$ cat src/rtl/lcd_vt_pkg.sv
package lcd_vt_pkg;
  typedef enum logic [2:0] {
    VT_START = 3'd0,
    VT_LINES = 3'd1,
    VT_EOLW  = 3'd2,
    VT_SYNC  = 3'd3,
    VT_DUMMY = 3'd4
  } vt_state_e;
endpackage

$ cat src/rtl/lcd_vt_cfg_latch.sv
module lcd_vt_cfg_latch #(
  parameter int LINE_W = 10,
  parameter int SYNC_W = 6,
  parameter int WAIT_W = 8
) (
  input  logic              clk,
  input  logic              rst_n,
  input  logic              load,
  input  logic [LINE_W-1:0] lines_d,
  input  logic [SYNC_W-1:0] sync_d,
  input  logic [WAIT_W-1:0] eol_d,
  input  logic              active_d,
  output logic [LINE_W-1:0] lines_q,
  output logic [SYNC_W-1:0] sync_q,
  output logic [WAIT_W-1:0] eol_q,
  output logic              active_q
);
  always_ff @(posedge clk) begin
    if (!rst_n) begin
      lines_q  <= '0;
      sync_q   <= '0;
      eol_q    <= '0;
      active_q <= 1'b0;
    end else if (load) begin
      lines_q  <= lines_d;
      sync_q   <= sync_d;
      eol_q    <= eol_d;
      active_q <= active_d;
    end
  end


  cfg_hold_chk: assert property (@(posedge clk) disable iff (!rst_n)
    !load |=> $stable(lines_q) && $stable(sync_q) && $stable(eol_q) && $stable(active_q));
endmodule

$ cat src/rtl/lcd_vt_upcnt.sv
module lcd_vt_upcnt #(
  parameter int W = 10
) (
  input  logic         clk,
  input  logic         rst_n,
  input  logic         clr,
  input  logic         inc,
  output logic [W-1:0] q
);
  always_ff @(posedge clk) begin
    if (!rst_n)   q <= '0;
    else if (clr) q <= '0;
    else if (inc) q <= q + 1'b1;
  end
endmodule

$ cat src/rtl/lcd_vt_dncnt.sv
module lcd_vt_dncnt #(
  parameter int W = 6
) (
  input  logic         clk,
  input  logic         rst_n,
  input  logic         load,
  input  logic [W-1:0] load_val,
  input  logic         dec,
  output logic [W-1:0] q,
  output logic         zero
);
  always_ff @(posedge clk) begin
    if (!rst_n)              q <= '0;
    else if (load)           q <= load_val;
    else if (dec && q != '0) q <= q - 1'b1;
  end

  assign zero = (q == '0);


  dn_load_chk: assert property (@(posedge clk) disable iff (!rst_n)
    load |=> q == $past(load_val));
endmodule

$ cat src/rtl/lcd_vt_seq.sv
module lcd_vt_seq
  import lcd_vt_pkg::*;
#(
  parameter int LINE_W = 10,
  parameter int WAIT_W = 8
) (
  input  logic              clk,
  input  logic              rst_n,
  input  logic              tick,
  input  logic [LINE_W-1:0] lines_q,
  input  logic [WAIT_W-1:0] eol_q,
  input  logic              active_q,
  input  logic              close_done,
  output vt_state_e         state,
  output logic              close_go
);
  logic [LINE_W-1:0] line_cnt;
  logic [WAIT_W-1:0] wait_cnt;
  logic              line_last;
  logic              wait_last;
  logic              line_inc;
  logic              wait_inc;
  vt_state_e         nxt;

  assign line_last = (line_cnt == lines_q);
  assign wait_last = ({1'b0, wait_cnt} + 1'b1) == {1'b0, eol_q};
  assign line_inc  = (state == VT_LINES) && tick && !line_last;
  assign wait_inc  = (state == VT_EOLW) && tick && !wait_last;

  lcd_vt_upcnt #(.W(LINE_W)) u_line_cnt (
    .clk(clk), .rst_n(rst_n), .clr(state == VT_START), .inc(line_inc), .q(line_cnt)
  );

  lcd_vt_upcnt #(.W(WAIT_W)) u_wait_cnt (
    .clk(clk), .rst_n(rst_n), .clr(state != VT_EOLW), .inc(wait_inc), .q(wait_cnt)
  );

  always_comb begin
    nxt      = state;
    close_go = 1'b0;
    unique case (state)
      VT_START: nxt = VT_LINES;
      VT_LINES: if (tick && line_last) begin
        if (eol_q == '0) begin
          close_go = 1'b1;
          nxt      = active_q ? VT_SYNC : VT_DUMMY;
        end else begin
          nxt = VT_EOLW;
        end
      end
      VT_EOLW: if (tick && wait_last) begin
        close_go = 1'b1;
        nxt      = active_q ? VT_SYNC : VT_DUMMY;
      end
      VT_SYNC, VT_DUMMY: if (tick && close_done) nxt = VT_START;
      default: nxt = VT_START;
    endcase
  end

  always_ff @(posedge clk) begin
    if (!rst_n) state <= VT_START;
    else        state <= nxt;
  end


  line_range_chk: assert property (@(posedge clk) disable iff (!rst_n)
    (state == VT_LINES) |-> (line_cnt <= lines_q));

  start_one_chk: assert property (@(posedge clk) disable iff (!rst_n)
    (state == VT_START) |=> (state == VT_LINES));

  wait_range_chk: assert property (@(posedge clk) disable iff (!rst_n)
    (state == VT_EOLW) |-> (wait_cnt < eol_q));
endmodule

$ cat src/rtl/lcd_vtiming.sv
module lcd_vtiming
  import lcd_vt_pkg::*;
#(
  parameter int LINE_W = 10,
  parameter int SYNC_W = 6,
  parameter int WAIT_W = 8
) (
  input  logic              clk,
  input  logic              rst_n,
  input  logic              line_tick,
  input  logic [LINE_W-1:0] cfg_lines_m1,
  input  logic [SYNC_W-1:0] cfg_sync_m1,
  input  logic [WAIT_W-1:0] cfg_eol_wait,
  input  logic              cfg_active,
  input  logic              cfg_fclk_low,
  output logic              frame_clk,
  output logic              lclk_en,
  output logic              frame_start,
  output logic              fifo_flush
);
  logic [LINE_W-1:0] lines_q;
  logic [SYNC_W-1:0] sync_q;
  logic [WAIT_W-1:0] eol_q;
  logic              active_q;
  vt_state_e         state;
  logic              close_go;
  logic [SYNC_W-1:0] dn_q;
  logic              dn_zero;
  logic              fclk_int;
  logic              in_close;
  logic              flush_q;

  lcd_vt_cfg_latch #(.LINE_W(LINE_W), .SYNC_W(SYNC_W), .WAIT_W(WAIT_W)) u_cfg (
    .clk(clk), .rst_n(rst_n), .load(state == VT_START),
    .lines_d(cfg_lines_m1), .sync_d(cfg_sync_m1), .eol_d(cfg_eol_wait), .active_d(cfg_active),
    .lines_q(lines_q), .sync_q(sync_q), .eol_q(eol_q), .active_q(active_q)
  );

  lcd_vt_seq #(.LINE_W(LINE_W), .WAIT_W(WAIT_W)) u_seq (
    .clk(clk), .rst_n(rst_n), .tick(line_tick),
    .lines_q(lines_q), .eol_q(eol_q), .active_q(active_q),
    .close_done(dn_zero), .state(state), .close_go(close_go)
  );

  assign in_close = (state == VT_SYNC) || (state == VT_DUMMY);

  lcd_vt_dncnt #(.W(SYNC_W)) u_dn (
    .clk(clk), .rst_n(rst_n), .load(close_go), .load_val(sync_q),
    .dec(in_close && line_tick), .q(dn_q), .zero(dn_zero)
  );

  always_ff @(posedge clk) begin
    if (!rst_n) flush_q <= 1'b0;
    else        flush_q <= close_go;
  end

  assign fclk_int    = (state == VT_SYNC) || ((state == VT_DUMMY) && (dn_q == sync_q));
  assign frame_clk   = fclk_int ^ cfg_fclk_low;
  assign lclk_en     = (state != VT_SYNC);
  assign frame_start = (state == VT_START);
  assign fifo_flush  = flush_q;


  flush_fclk_chk: assert property (@(posedge clk) disable iff (!rst_n)
    fifo_flush |-> fclk_int);

  flush_pulse_chk: assert property (@(posedge clk) disable iff (!rst_n)
    fifo_flush |=> !fifo_flush);

  passive_lclk_chk: assert property (@(posedge clk) disable iff (!rst_n)
    (state == VT_DUMMY) |-> lclk_en);

  sync_rise_flush_chk: assert property (@(posedge clk) disable iff (!rst_n)
    $rose(fclk_int) |-> fifo_flush);
endmodule

$ cat config.mk
export PLATFORM = sky130hd
export DESIGN_NAME = lcd_vtiming
export DESIGN_NICKNAME = d
export VERILOG_FILES = /design/src/rtl/lcd_vt_pkg.sv /design/src/rtl/lcd_vt_cfg_latch.sv /design/src/rtl/lcd_vt_upcnt.sv /design/src/rtl/lcd_vt_dncnt.sv /design/src/rtl/lcd_vt_seq.sv /design/src/rtl/lcd_vtiming.sv
export SDC_FILE = /design/constraint.sdc
export NUM_CORES = 1
export LEC_CHECK = 0
export ABC_CLOCK_PERIOD_IN_PS = 3200
export BUFFER_PORTS_ARGS = -buffer_cell sky130_fd_sc_hd__buf_2
export CORE_MARGIN = 4
export CORE_UTILIZATION = 53
export DETAILED_ROUTE_END_ITERATION = 6
export GPL_TIMING_DRIVEN = 0
export HOLD_SLACK_MARGIN = 0.15
export PLACE_DENSITY = 0.78
export SETUP_SLACK_MARGIN = 0.3
export SLEW_MARGIN = 20
export SYNTH_ARGS = -nofsm -noshare
export SYNTH_HDL_FRONTEND = slang
export SYNTH_HIERARCHICAL = 1
export SYNTH_SLANG_ARGS = --single-unit
$ cat constraint.sdc
create_clock -name clk -period 3.2 [get_ports clk]
set_input_delay 0.32 -clock clk [delete_from_list [all_inputs] [get_ports clk]]
set_output_delay 0.32 -clock clk [all_outputs]
set_load 0.02 [all_outputs]
## Word level (Yosys, flattened, before mapping)

Index checks and enable logic that the tools add are counted.

- Flip-flop bits (word level): 53
- Output and inout bits: 4
- Logic and storage cells: 62

- Add/subtract/negate cells: 4
- Eq/ne operators: 12
- Muxes and demuxes: 12
- Bitwise operators: 2
- Reduce and logical (&&, ||, !) cells: 23

Operators by type and width:

| cell | number |
|---|---|
| 3-bit two-way mux | 5 |
| 6-bit two-way mux | 2 |
| 3-bit one-hot mux with 4 select lines | 1 |
| 10-bit by 1-bit adder with 10-bit output (second input constant) | 1 |
| 10-bit equality test | 1 |
| 1-bit logical AND | 10 |
| 8-bit by 1-bit adder with 9-bit output (second input constant) | 1 |
| 9-bit by 8-bit equality test with 1-bit output | 1 |
| 8-bit by 1-bit adder with 8-bit output (second input constant) | 1 |
| 8-bit logical NOT | 1 |
| 3-bit by 2-bit equality test with 1-bit output (second input constant) | 2 |
| 6-bit equality test | 1 |
| 6-bit logical NOT | 1 |
| 3-bit by 2-bit != test with 1-bit output (second input constant) | 2 |
| 6-bit nonzero test | 1 |
| 2-bit OR reduction | 3 |
| 6-bit by 1-bit subtractor with 6-bit output (second input constant) | 1 |
| 2-bit != test (second input constant) | 2 |
| 3-bit by 1-bit equality test with 1-bit output (second input constant) | 1 |
| 3-bit equality test (second input constant) | 1 |
| 3-bit logical NOT | 1 |
| 1-bit two-way mux | 3 |
| 3-bit AND reduction | 1 |
| 1-bit logical NOT | 2 |
| 6 further kinds | 7 |

## Logic depth before layout (Yosys ltp)

Gate-level depths: netlist (run 1).

- Word-level depth: 6
- Depth in mapped cells: 11

## Cells and area by module

The synthesis (run 1) kept the hierarchy.

By module, submodules not included:

| module | times used | cells an instance | area an instance (µm²) | seq. area each (µm²) |
|---|---|---|---|---|
| lcd_vt_cfg_latch | 1 | 80 | 965.9 | 500.5 |
| lcd_vt_seq | 1 | 106 | 740.7 | 60.1 |
| lcd_vt_upcnt at u_seq.u_line_cnt | 1 | 50 | 462.9 | 200.2 |
| lcd_vt_dncnt | 1 | 42 | 374.1 | 120.1 |
| lcd_vt_upcnt at u_seq.u_wait_cnt | 1 | 38 | 339.1 | 160.2 |
| lcd_vtiming | 1 | 17 | 132.6 | 20.0 |

## Least setup slack after synthesis (run 1)

Ideal clock, no wire load.

- Path kind: reg2reg
- Start: register u_seq.u_wait_cnt.q[0]
- End: register u_seq.u_wait_cnt.q[7]
- Library setup time: 70 ps
- Arrival time: 2533 ps
- Path slack: 597 ps
- Cell stages (with the launch flop): 12
- Path buffers: 1
- Clock period less this slack: 2603 ps
- Path through: dfxtp_1 ha_1 nand3_1 or3_1 a31oi_1 nor2_1 and3_4 nor3_1 buf_4 nand4_1 or3_1 a21oi_1

- Cells in the longest elaborated chain, start to end: 4
- Elaborated cells between the ends (all ways): 5
- Classes of those cells: 2 x add/sub; 1 x eq/ne; 2 x reduce/logical

RTL lines:

| item | line | text |
|---|---|---|
| start, declared | lcd_vt_upcnt.sv:8 | `output logic [W-1:0] q` |
| start signal, assigned | lcd_vt_upcnt.sv:13 | `else if (inc) q <= q + 1'b1;` |
| 8-bit by 1-bit adder with 9-bit output | lcd_vt_seq.sv:26 | `assign wait_last = ({1'b0, wait_cnt} + 1'b1) == {1'b0, eol_q};` |
| 9-bit by 8-bit equality test with 1-bit output | lcd_vt_seq.sv:26 |  |
| 1-bit logical NOT | lcd_vt_seq.sv:28 | `assign wait_inc = (state == VT_EOLW) && tick && !wait_last;` |
| 1-bit logical AND | lcd_vt_seq.sv:28 |  |
| named net u_seq.wait_inc | lcd_vt_seq.sv:22 | `logic wait_inc;` |

The timed path passes the listed nets, and every way through them passes these cells.
A chain may end at the register's enable or synchronous reset.

## Final worst setup path (run 1)

- Start: register u_seq.u_wait_cnt.q[2]
- End: register u_seq.u_wait_cnt.q[6]

Same word-level chain as after synthesis.

==> flow_summary.json, run 1 <==
{
  "yosysMostFrequentCell": "dfxtp_1",
  "path_cells": "nand3_1, or3_1, a31oi_1, nor2_1, and3_4, nor3_1, buf_4, nand4_1, or3_1, a21oi_1",
  "gp_congestion": 0.848,
  "die-area_um2": 6960,
  "drc": 0,
  "diodes": 0,
  "vdd.ir_drop.worst_mv": 0.372,
  "fin_cells": 445,
  "die_height_um": 83.4,
  "synth_fp_nets": 367,
  "grt_max_degree": 24,
  "required_ns": 3.45,
  "crit_fanout": 12,
  "p_per_area_nw_per_um2": 647,
  "syn_area_per_cell_um2": 9.06,
  "synth_top_cells_by_count": "53 x dfxtp_1, 29 x mux2i_1, 29 x nor2b_1",
  "cts-hold-fix-buffers": 0,
  "setup_ws_ns": 0.569,
  "tritoncts": "yes",
  "setup_viol": 0,
  "grt_overflow_total": 0,
  "pre_cts_ws_ns": 0.243,
  "core_area_um2": 5510,
  "maxCapViolCount": 0,
  "grt_setup_unrepaired": "no",
  "htree_levels": 2,
  "row_count": 27,
  "synthArstFlopShare_pct": 0,
  "path_common_cell": "or3_1",
  "finalInstanceArea_um2": 3380,
  "postPlaceCellArea_um2": 3270,
  "status": "complete, no violations",
  "rr_startpoint": "u_seq/u_wait_cnt/q[2]$_SDFFE_PP0P_",
  "drive_gt1_share_pct": 16.4,
  "insertion_delay_ns": 0.32,
  "ant_nets": 0,
  "ys_top_cells_by_area": "dfxtp_1 35%, mux2i_1 9.6%, nor2b_1 6.0%",
  "avgRoutedWirePerCell_um": 14.1,
  "ys_ff_latch": 53,
  "slew_headroom_pct": 63.5,
  "cpPeakStageDelay_ns": 0.60,
  "r2r-end": "u_seq/u_wait_cnt/q[6]$_SDFFE_PP0P_",
  "dr.pass1.iters": 4,
  "grt_pass1_wl_mm": 10.7,
  "dp_cells": 437,
  "ys_seq_area_share_pct": 35.2,
  "synth_warnings": 6,
  "dr.first_iter.drc_count": 141,
  "clk_pin_slew_worst_paths_ns": 0.11,
  "floorplan.initialDensity_pct": 54.8,
  "reg2reg_depth": 10,
  "finalClockSkew_ns": 0.0136,
  "startpoint_type": "flop",
  "crit_slowest_cell": "dfxtp_1",
  "worstSetupPathDepth": 10,
  "synth_area_um2": 3020,
  "die_w_um": 83.4,
  "slew_viol_final": 0,
  "fin_nets": 406,
  "max_freq_mhz": 380,
  "track_usage_pct": 18.3,
  "cp.arrival_ns": 2.88,
  "numCtsBuffers": 5,
  "yosysTopAreaCellShare_pct": 35.2,
  "crit_buf_inv": 1,
  "synthFlopType": "dfxtp_1",
  "ys_types": 57,
  "fin_setup_tns_ns": 0,
  "place_hpwl_mm": 4.68,
  "port_buffers": 32,
  "hold_end": "u_cfg/sync_q[4]$_SDFFE_PN0P_",
  "fin_crit_sh_pct": 82.2,
  "fin_util_pct": 61.4,
  "holdPathStages": 3,
  "root_buffer": "clkbuf_8",
  "tightestPinTransition_ns": 0.540,
  "clock_sinks": 53,
  "grt_antenna_before_repair": 0,
  "p_leak_nw": 1.32,
  "area_growth_pct": 12.2,
  "wl_mm": 6.26,
  "cpLargestDelayFamily": "simple AND/OR/NAND/NOR gates",
  "r2r_slack_ns": 0.57,
  "io_pins": 33,
  "hold_viol": 0,
  "grt_pass1_vias": 2387,
  "worstHoldStart": "cfg_sync_m1[4]",
  "synth-edff-count": 0,
  "holdCritPathClass": "primary input to flop",
  "worstSetupPathType": "flop to flop",
  "cts_buffer_depth": 2,
  "postSynthCellCount": 333,
  "via_count": 2518,
  "post-route-min-period_ns": 2.63,
  "yosys.area.top_type": "dfxtp_1",
  "critPathCaptureType": "flop",
  "viasPerCell": 5.66
}
-- cells by family (layout without fill, tap and decap cells) --
group / after synthesis / count (layout) / synth area share (%)
AO/OA/AOI/OAI: 62 / 62 / 13.9
buffers and inverters: 23 / 63 / 4.65
multiplexers: 30 / 30 / 10.0
adder cells (fa/ha/maj): 5 / 5 / 2.07
XOR/XNOR: 33 / 33 / 9.58
flip-flops: 53 / 53 / 35.2
AND/OR/NAND/NOR: 127 / 127 / 24.6
-- power breakdown --
part / switching [mW] / internal (mW)
clock network: 0.247 / 0.164
registers: 0.114 / 0.771
logic: 0.445 / 0.448
total: 0.806 / 1.38
-- worst max path at each step --
stage | start | to | slack, ns
floorplan | u_seq/u_wait_cnt/q[0]$_SDFFE_PP0P_ | u_seq/u_wait_cnt/q[7]$_SDFFE_PP0P_ | 0.60
global placement | u_seq/u_wait_cnt/q[0]$_SDFFE_PP0P_ | u_seq/u_wait_cnt/q[7]$_SDFFE_PP0P_ | 0.31
detailed placement | u_seq/u_wait_cnt/q[0]$_SDFFE_PP0P_ | u_seq/u_wait_cnt/q[6]$_SDFFE_PP0P_ | 0.24
CTS | u_seq/u_wait_cnt/q[0]$_SDFFE_PP0P_ | u_seq/u_wait_cnt/q[6]$_SDFFE_PP0P_ | 0.38
global route | u_seq/u_wait_cnt/q[2]$_SDFFE_PP0P_ | u_seq/u_wait_cnt/q[7]$_SDFFE_PP0P_ | 0.31
finish | u_seq/u_wait_cnt/q[2]$_SDFFE_PP0P_ | u_seq/u_wait_cnt/q[6]$_SDFFE_PP0P_ | 0.57
-- worst min-delay path: stages --
cell     delay [ns]
buf_2          0.07
mux2i_1        0.05
nor2b_1        0.09
-- metal layers --
layer	part of all wire [%]	global-route usage, %	vias up
met1	45	22.8	1184
li1	-	-	1280
met4	0.83	4.68	0
met2	51	32.5	46
met3	3.6	3.27	8
met5	0	0	-
-- repair_timing --
| action | 4_1_cts | 5_1_grt |
|---|---|---|
| gates resized for setup | 2 | 4 |
| setup buffers | 0 | 0 |
| endpoints found under the setup margin | 6 | 8 |
-- cells in the final DEF, fill, tap and decap left out, types with 13 or more instances in the layout --
cell,instances
dfxtp_1,51
buf_2,33
mux2i_1,29
nor2b_1,29
nand2_1,21
a21oi_1,21
nor2_1,18
xnor2_1,17
xor2_1,16
o21ai_0,13
-- through the flow --
step	hold slack, ns	total power, mW
2_1_floorplan	0.437	1.62
3_3_place_gp	0.473	1.77
3_5_place_dp	0.494	1.79
4_1_cts	0.249	2.20
5_1_grt	0.248	2.34
6_report	0.250	2.19
-- sequential cells by signal, summed over array words and instances (netlist names) --
register / count
u_cfg/eol_q: 8
fifo_flush: 1
u_cfg/lines_q: 10
u_dn/q: 6
u_cfg/active_q: 1
u_seq/u_wait_cnt/q: 8
u_cfg/sync_q: 6
u_seq/u_line_cnt/q: 10
u_seq/state: 3
-- final cells by class --
type                            count  area, um^2
Tap cell                           72        90.1
Inverter                           10        37.5
Multi-Input combinational cell    257        1830
Clock inverter                      3        28.8
Buffer                             13         103
Clock buffer                        5        68.8
Fill cell                         462        2120
Timing Repair Buffer               32         160
Sequential cell                    53        1070
(Power assumes the default switching activity.)
==> run 2, diff against run 1 <==
--- a/config.mk
+++ b/config.mk
@@ -5,14 +5,14 @@
 export SDC_FILE = /design/constraint.sdc
 export NUM_CORES = 1
 export LEC_CHECK = 0
-export ABC_CLOCK_PERIOD_IN_PS = 3200
+export ABC_CLOCK_PERIOD_IN_PS = 2300
 export BUFFER_PORTS_ARGS = -buffer_cell sky130_fd_sc_hd__buf_2
 export CORE_MARGIN = 4
 export CORE_UTILIZATION = 53
 export DETAILED_ROUTE_END_ITERATION = 6
 export GPL_TIMING_DRIVEN = 0
 export HOLD_SLACK_MARGIN = 0.15
-export PLACE_DENSITY = 0.78
+export PLACE_DENSITY = 0.81
 export SETUP_SLACK_MARGIN = 0.3
 export SLEW_MARGIN = 20
 export SYNTH_ARGS = -nofsm -noshare
==> constraint.sdc (replaced) <==
create_clock -name clk -period 2.3 [get_ports clk]
set_input_delay 0.23 -clock clk [delete_from_list [all_inputs] [get_ports clk]]
set_output_delay 0.23 -clock clk [all_outputs]
set_load 0.02 [all_outputs]
==> run 2 against run 1 <==
  * Highest routed layer unchanged
  * Clock power grew 35%
  * Clock skew rose by 0.00063 ns
  * The flow now finishes with violations (negative setup slack)
  * Critical path type unchanged
  * Cell count grew 5.4%
  * First-iteration DRC count increased by 14%
  * Utilization is 8.0 points higher
  * Via count rose by 7.5%
  * Sequential share of layout area is 2.3 points lower
==> flow_summary.json, run 2 (synthesized netlist as in run 1, its figures left out) <==
{
  "wl_mm": 7.54,
  "grt_pass1_wl_mm": 12.1,
  "grt_overflow_total": 0,
  "grt_max_degree": 24,
  "fin_nets": 430,
  "track_usage_pct": 20.6,
  "cpLargestDelayFamily": "simple AND/OR/NAND/NOR gates",
  "die-area_um2": 6960,
  "pre_cts_ws_ns": -0.240,
  "die_height_um": 83.4,
  "status": "complete, but fails checks",
  "max_freq_mhz": 434,
  "grt_setup_unrepaired": "yes",
  "numCtsBuffers": 5,
  "cp-startpoint": "u_seq/u_wait_cnt/q[0]$_SDFFE_PP0P_",
  "holdCritPathClass": "primary input to flop",
  "tightestPinTransition_ns": 0.698,
  "via_count": 2706,
  "maxCapViolCount": 0,
  "grt_pass1_vias": 2655,
  "dr.pass1.iters": 7,
  "critPathCaptureType": "flop",
  "dr.first_iter.drc_count": 161,
  "cp.arrival_ns": 2.54,
  "fin_crit_sh_pct": 100,
  "grt_antenna_before_repair": 0,
  "violations": "negative setup slack",
  "slew_viol_final": 0,
  "path_common_cell": "or3_1",
  "area_growth_pct": 26.7,
  "row_count": 27,
  "gp_congestion": 0.885,
  "setup_viol": 1,
  "crit_slowest_cell": "dfxtp_4",
  "p_per_area_nw_per_um2": 851,
  "setup_ws_ns": -0.00175,
  "r2r_slack_ns": -0.002,
  "worstSetupPathType": "flop to flop",
  "path_cells": "ha_4, nand3_2, or3_1, a31oi_1, nor2_1, and3_4, nor3_4, buf_6, nand4_1, or3_1, a21oi_2",
  "viasPerCell": 5.77,
  "root_buffer": "clkbuf_8",
  "reg2reg_depth": 11,
  "p_leak_nw": 1.49,
  "required_ns": 2.54,
  "cts_buffer_depth": 2,
  "floorplan.initialDensity_pct": 54.8,
  "crit_buf_inv": 1,
  "ant_nets": 0,
  "cts-hold-fix-buffers": 0,
  "drive_gt1_share_pct": 36.0,
  "diodes": 0,
  "tritoncts": "yes",
  "htree_levels": 2,
  "finalClockSkew_ns": 0.0143,
  "clk_pin_slew_worst_paths_ns": 0.11,
  "final_common_cell": "buf_2",
  "rr_startpoint": "u_seq/u_wait_cnt/q[0]$_SDFFE_PP0P_",
  "cpPeakStageDelay_ns": 0.38,
  "worstSetupPathDepth": 11,
  "io_pins": 33,
  "startpoint_type": "flop",
  "most-common-layout-cells": "33 x buf_2, 29 x dfxtp_1, 29 x mux2i_1",
  "slew_headroom_pct": 53.1,
  "avgRoutedWirePerCell_um": 16.1,
  "nFillCells": 417,
  "post-route-min-period_ns": 2.30,
  "drc": 0,
  "r2r-end": "u_seq/u_wait_cnt/q[7]$_SDFFE_PP0P_",
  "hold_viol": 0,
  "whs_ns": 0.167,
  "reg.largest.list": "u_cfg/lines_q x10, u_seq/u_line_cnt/q x10",
  "crit_fanout": 5,
  "place_hpwl_mm": 4.60,
  "vdd.ir_drop.worst_mv": 0.556,
  "core_area_um2": 5510,
  "clock_sinks": 53,
  "insertion_delay_ns": 0.31,
  "endpoint": "u_seq/u_wait_cnt/q[7]$_SDFFE_PP0P_",
  "port_buffers": 32,
  "die_w_um": 83.4
}
==> run 2: timing repair <==
| action | 4_1_cts | 5_1_grt |
|---|---|---|
| pin swaps | 14 | 13 |
| gates resized for setup | 34 | 50 |
| setup buffers | 18 | 5 |
| setup endpoints to repair | 22 | 28 |
| gates cloned | 1 | 0 |
==> run 2: layer usage <==
layer	vias up	wire length (um)	track usage [%]
met4	0	167	8.04
met5	-	0	0
met1	1284	3250	25.7
met3	16	316	3.67
li1	1321	-	-
met2	85	3800	35.3
==> run 2: worst min path at each step <==
stage	from	to	slack (ns)	depth (start not counted)
after global placement	u_seq/u_line_cnt/q[9]$_SDFFE_PP0P_	u_seq/u_line_cnt/q[9]$_SDFFE_PP0P_	0.47	2
after floorplan	rst_n	u_seq/state[1]$_SDFFE_PN0P_	0.35	1
final	cfg_lines_m1[2]	u_cfg/lines_q[2]$_SDFFE_PN0P_	0.17	3
after global routing	cfg_lines_m1[5]	u_cfg/lines_q[5]$_SDFFE_PN0P_	0.18	3
after detailed placement	u_seq/u_line_cnt/q[9]$_SDFFE_PP0P_	u_seq/u_line_cnt/q[9]$_SDFFE_PP0P_	0.49	2
after CTS	cfg_lines_m1[3]	u_cfg/lines_q[3]$_SDFFE_PN0P_	0.16	3
==> run 2: through the flow <==
stage / cells / area (um^2) / utilization, % / TNS (ns) / power, mW
finish: 469 / 3820 / 69.4 / -0.00175 / 3.25
global route: 469 / 3820 / 69.4 / -0.565 / 3.44
CTS: 464 / 3630 / 65.9 / -0.105 / 3.15
detailed placement: 437 / 3300 / 60.0 / -1.85 / 2.51
global placement: 437 / 3300 / 60.0 / -1.24 / 2.47
floorplan: 333 / 3050 / - / 0 / 2.26
==> run 2: worst min-delay path, stage by stage <==
cell     delay, ns
buf_2         0.07
mux2i_1       0.06
nor2b_1       0.09
==> run 2: area by class of cell <==
| type | count | area [um^2] | share of cell area (%) |
|---|---|---|---|
| clock buffers | 5 | 68.8 | 1.80 |
| plain buffers | 13 | 113 | 2.95 |
| inverters | 10 | 40.0 | 1.05 |
| clock inverters | 3 | 25.0 | 0.655 |
| well taps | 72 | 90.1 | 2.36 |
| multi-input cells | 257 | 2020 | 52.9 |
| flip-flops and latches | 53 | 1120 | 29.3 |
| repair buffers | 56 | 345 | 9.04 |
==> run 2: where the power goes <==
part | switching (mW) | leakage (nW) | total, mW | internal, mW
Combinational | 0.710 | 0.998 | 1.44 | 0.733
Clock | 0.333 | 0.0447 | 0.554 | 0.221
Sequential | 0.182 | 0.447 | 1.26 | 1.07
Total | 1.23 | 1.49 | 3.25 | 2.03
==> run 3, diff against run 2 <==
--- a/config.mk
+++ b/config.mk
@@ -7,12 +7,15 @@
 export LEC_CHECK = 0
 export ABC_CLOCK_PERIOD_IN_PS = 2300
 export BUFFER_PORTS_ARGS = -buffer_cell sky130_fd_sc_hd__buf_2
+export CELL_PAD_IN_SITES_DETAIL_PLACEMENT = 1
+export CELL_PAD_IN_SITES_GLOBAL_PLACEMENT = 1
 export CORE_MARGIN = 4
-export CORE_UTILIZATION = 53
+export CORE_UTILIZATION = 42
+export CTS_BUF_LIST = sky130_fd_sc_hd__clkbuf_2
 export DETAILED_ROUTE_END_ITERATION = 6
 export GPL_TIMING_DRIVEN = 0
 export HOLD_SLACK_MARGIN = 0.15
-export PLACE_DENSITY = 0.81
+export PLACE_DENSITY = 0.83
 export SETUP_SLACK_MARGIN = 0.3
 export SLEW_MARGIN = 20
 export SYNTH_ARGS = -nofsm -noshare
==> run 3 against run 2 <==
  * The run still ends with negative setup slack left
  * Via count grew 21%
  * Clock skew rose by 0.026 ns
  * Non-clock buffer count is 46 higher
  * Utilization down 6.1 points
  * Critical endpoint is now u_dn/q[1]$_SDFFE_PN0P_
  * Largest cell class unchanged
==> flow_summary.json, run 3 (synthesized netlist as in run 1, its figures left out) <==
{
  "root_buffer": "clkbuf_2",
  "reg.largest.list": "u_cfg/lines_q x10, u_seq/u_line_cnt/q x10",
  "insertion_delay_ns": 0.48,
  "tightestPinTransition_ns": 0.793,
  "drive_gt1_share_pct": 40.4,
  "most-common-layout-cells": "38 x buf_4, 31 x buf_2, 29 x mux2i_1",
  "floorplan.initialDensity_pct": 43.9,
  "grt_pass1_wl_mm": 15.9,
  "gp_congestion": 0.832,
  "die_height_um": 92.7,
  "clk_pin_slew_worst_paths_ns": 0.29,
  "fin_cells": 540,
  "crit_fanout": 5,
  "p_int_mw": 2.03,
  "clockPowerShare_pct": 11.2,
  "slew_viol_final": 0,
  "setup_ws_ns": -0.398,
  "final_common_cell": "buf_4",
  "die-area_um2": 8600,
  "switchingPower_mw": 1.50,
  "cts_buffer_depth": 2,
  "via_count": 3273,
  "avgRoutedWirePerCell_um": 24.8,
  "maxCapViolCount": 0,
  "required_ns": 2.67,
  "power_mw": 3.53,
  "p_per_area_nw_per_um2": 812,
  "ant_nets": 0,
  "dr.pass1.iters": 5,
  "die_w_um": 92.7,
  "track_usage_pct": 23.1,
  "swShare_pct": 42.4,
  "grt_antenna_before_repair": 1,
  "p_comb_share_pct": 51.6,
  "place_hpwl_mm": 5.69,
  "holdCritPathClass": "primary input to flop",
  "io_pins": 33,
  "slew_headroom_pct": 46.4,
  "htree_levels": 2,
  "max_freq_mhz": 371,
  "grt_overflow_total": 0,
  "grt_pass1_vias": 3164,
  "status": "complete, but fails checks",
  "viasPerCell": 6.06,
  "numCtsBuffers": 5,
  "fin_crit_sh_pct": 117,
  "setup_viol": 16,
  "vdd.ir_drop.worst_mv": 0.278,
  "grt_setup_unrepaired": "yes",
  "worstSetupPathType": "flop to flop",
  "p_leak_nw": 1.72,
  "startpoint_type": "flop",
  "finalClockSkew_ns": 0.0405,
  "cp.arrival_ns": 3.07,
  "violations": "negative setup slack",
  "critPathCaptureType": "flop",
  "core_area_um2": 6870,
  "pwr-share-seq_pct": 37.2,
  "tritoncts": "yes",
  "dr.first_iter.drc_count": 271,
  "wl_mm": 13.4,
  "row_count": 30,
  "drc": 0,
  "port_buffers": 32,
  "dp_cells": 461,
  "clock_sinks": 53,
  "post-route-min-period_ns": 2.70,
  "area_growth_pct": 44.1,
  "grt_max_degree": 24,
  "fin_nets": 476,
  "hold_viol": 0
}
[run 3: cell types whose count changed in the layout (fill, tap and decap cells not counted), moves of 4 or more]
| cell | previous run | this run |
|---|---|---|
| dlygate4sd3_1 | 0 | 25 |
| buf_4 | 22 | 38 |
| clkbuf_2 | 1 | 9 |
| buf_6 | 5 | 12 |
| clkbuf_8 | 5 | 0 |
| o21ai_1 | 7 | 2 |
| o21ai_2 | 2 | 7 |
| dfxtp_1 | 29 | 25 |
[run 3: timing repair]
action | CTS | global route
hold endpoints to repair | 25 | 0
hold buffers | 25 | 0
buffers inserted | 26 | 19
pin swaps | 5 | 22
resized for setup | 41 | 71
setup endpoints to repair | 26 | 27
[run 3: final timing paths]
kind                                            from                       endpoint  slack (ns)  cells after the start
hold reg to reg        u_cfg/lines_q[7]$_SDFFE_PN0P_  u_cfg/lines_q[7]$_SDFFE_PN0P_        0.57                      2
hold / removal                                 rst_n         u_dn/q[4]$_SDFFE_PN0P_        0.19                      3
setup / recovery  u_seq/u_wait_cnt/q[0]$_SDFFE_PP0P_         u_dn/q[1]$_SDFFE_PN0P_       -0.40                     13
setup reg to reg  u_seq/u_wait_cnt/q[0]$_SDFFE_PP0P_         u_dn/q[1]$_SDFFE_PN0P_       -0.40                     13
[run 3: final cells by class]
class,count,area [um^2]
plain buffers,13,120
repair buffers,102,785
inverters,10,40.0
flip-flops and latches,53,1130
clock buffers,8,40.0
multi-input cells,257,2110
diodes,1,2.50
fillers,765,2520
well taps,96,120
[run 3: critical path: stages, from the launching register on]
cell,delay [ns]
dfxtp_4,0.42
ha_4,0.19
buf_4,0.15
nor4_1,0.41
a31oi_1,0.09
o211ai_1,0.18
and3_4,0.23
buf_4,0.13
a41o_1,0.24
inv_2,0.06
clkbuf_2,0.13
buf_6,0.14
o21ai_2,0.16
a21oi_1,0.07
[run 3: through the flow]
stage | hold slack [ns] | TNS (ns) | util (%) | setup slack (ns) | area, um^2
finish | 0.188 | -3.88 | 63.3 | -0.398 | 4350
global route | 0.165 | -5.37 | 63.3 | -0.524 | 4350
CTS | 0.180 | -1.24 | 57.0 | -0.159 | 3920
detailed placement | 0.494 | -3.04 | 48.5 | -0.397 | 3330
global placement | 0.474 | -1.67 | 48.5 | -0.238 | 3330
floorplan | 0.347 | 0 | - | 0.0528 | 3050
[run 3: power by group through the flow]
stage,combinational (mW),clock [mW],sequential (mW)
after floorplan,1.05,0,1.21
after global placement,1.24,0,1.26
after detailed placement,1.29,0,1.27
after CTS,1.42,0.387,1.26
after global routing,1.91,0.436,1.33
final,1.82,0.394,1.31
[run 3: per-layer routing]
layer  vias to the layer above  wire [um]  global-route usage [%]
met3                        77        677                    3.41
met2                       177       6570                    42.8
li1                       1417          -                       -
met1                      1602       5360                    27.0
met5                         -          0                       0
met4                         0        800                    7.81
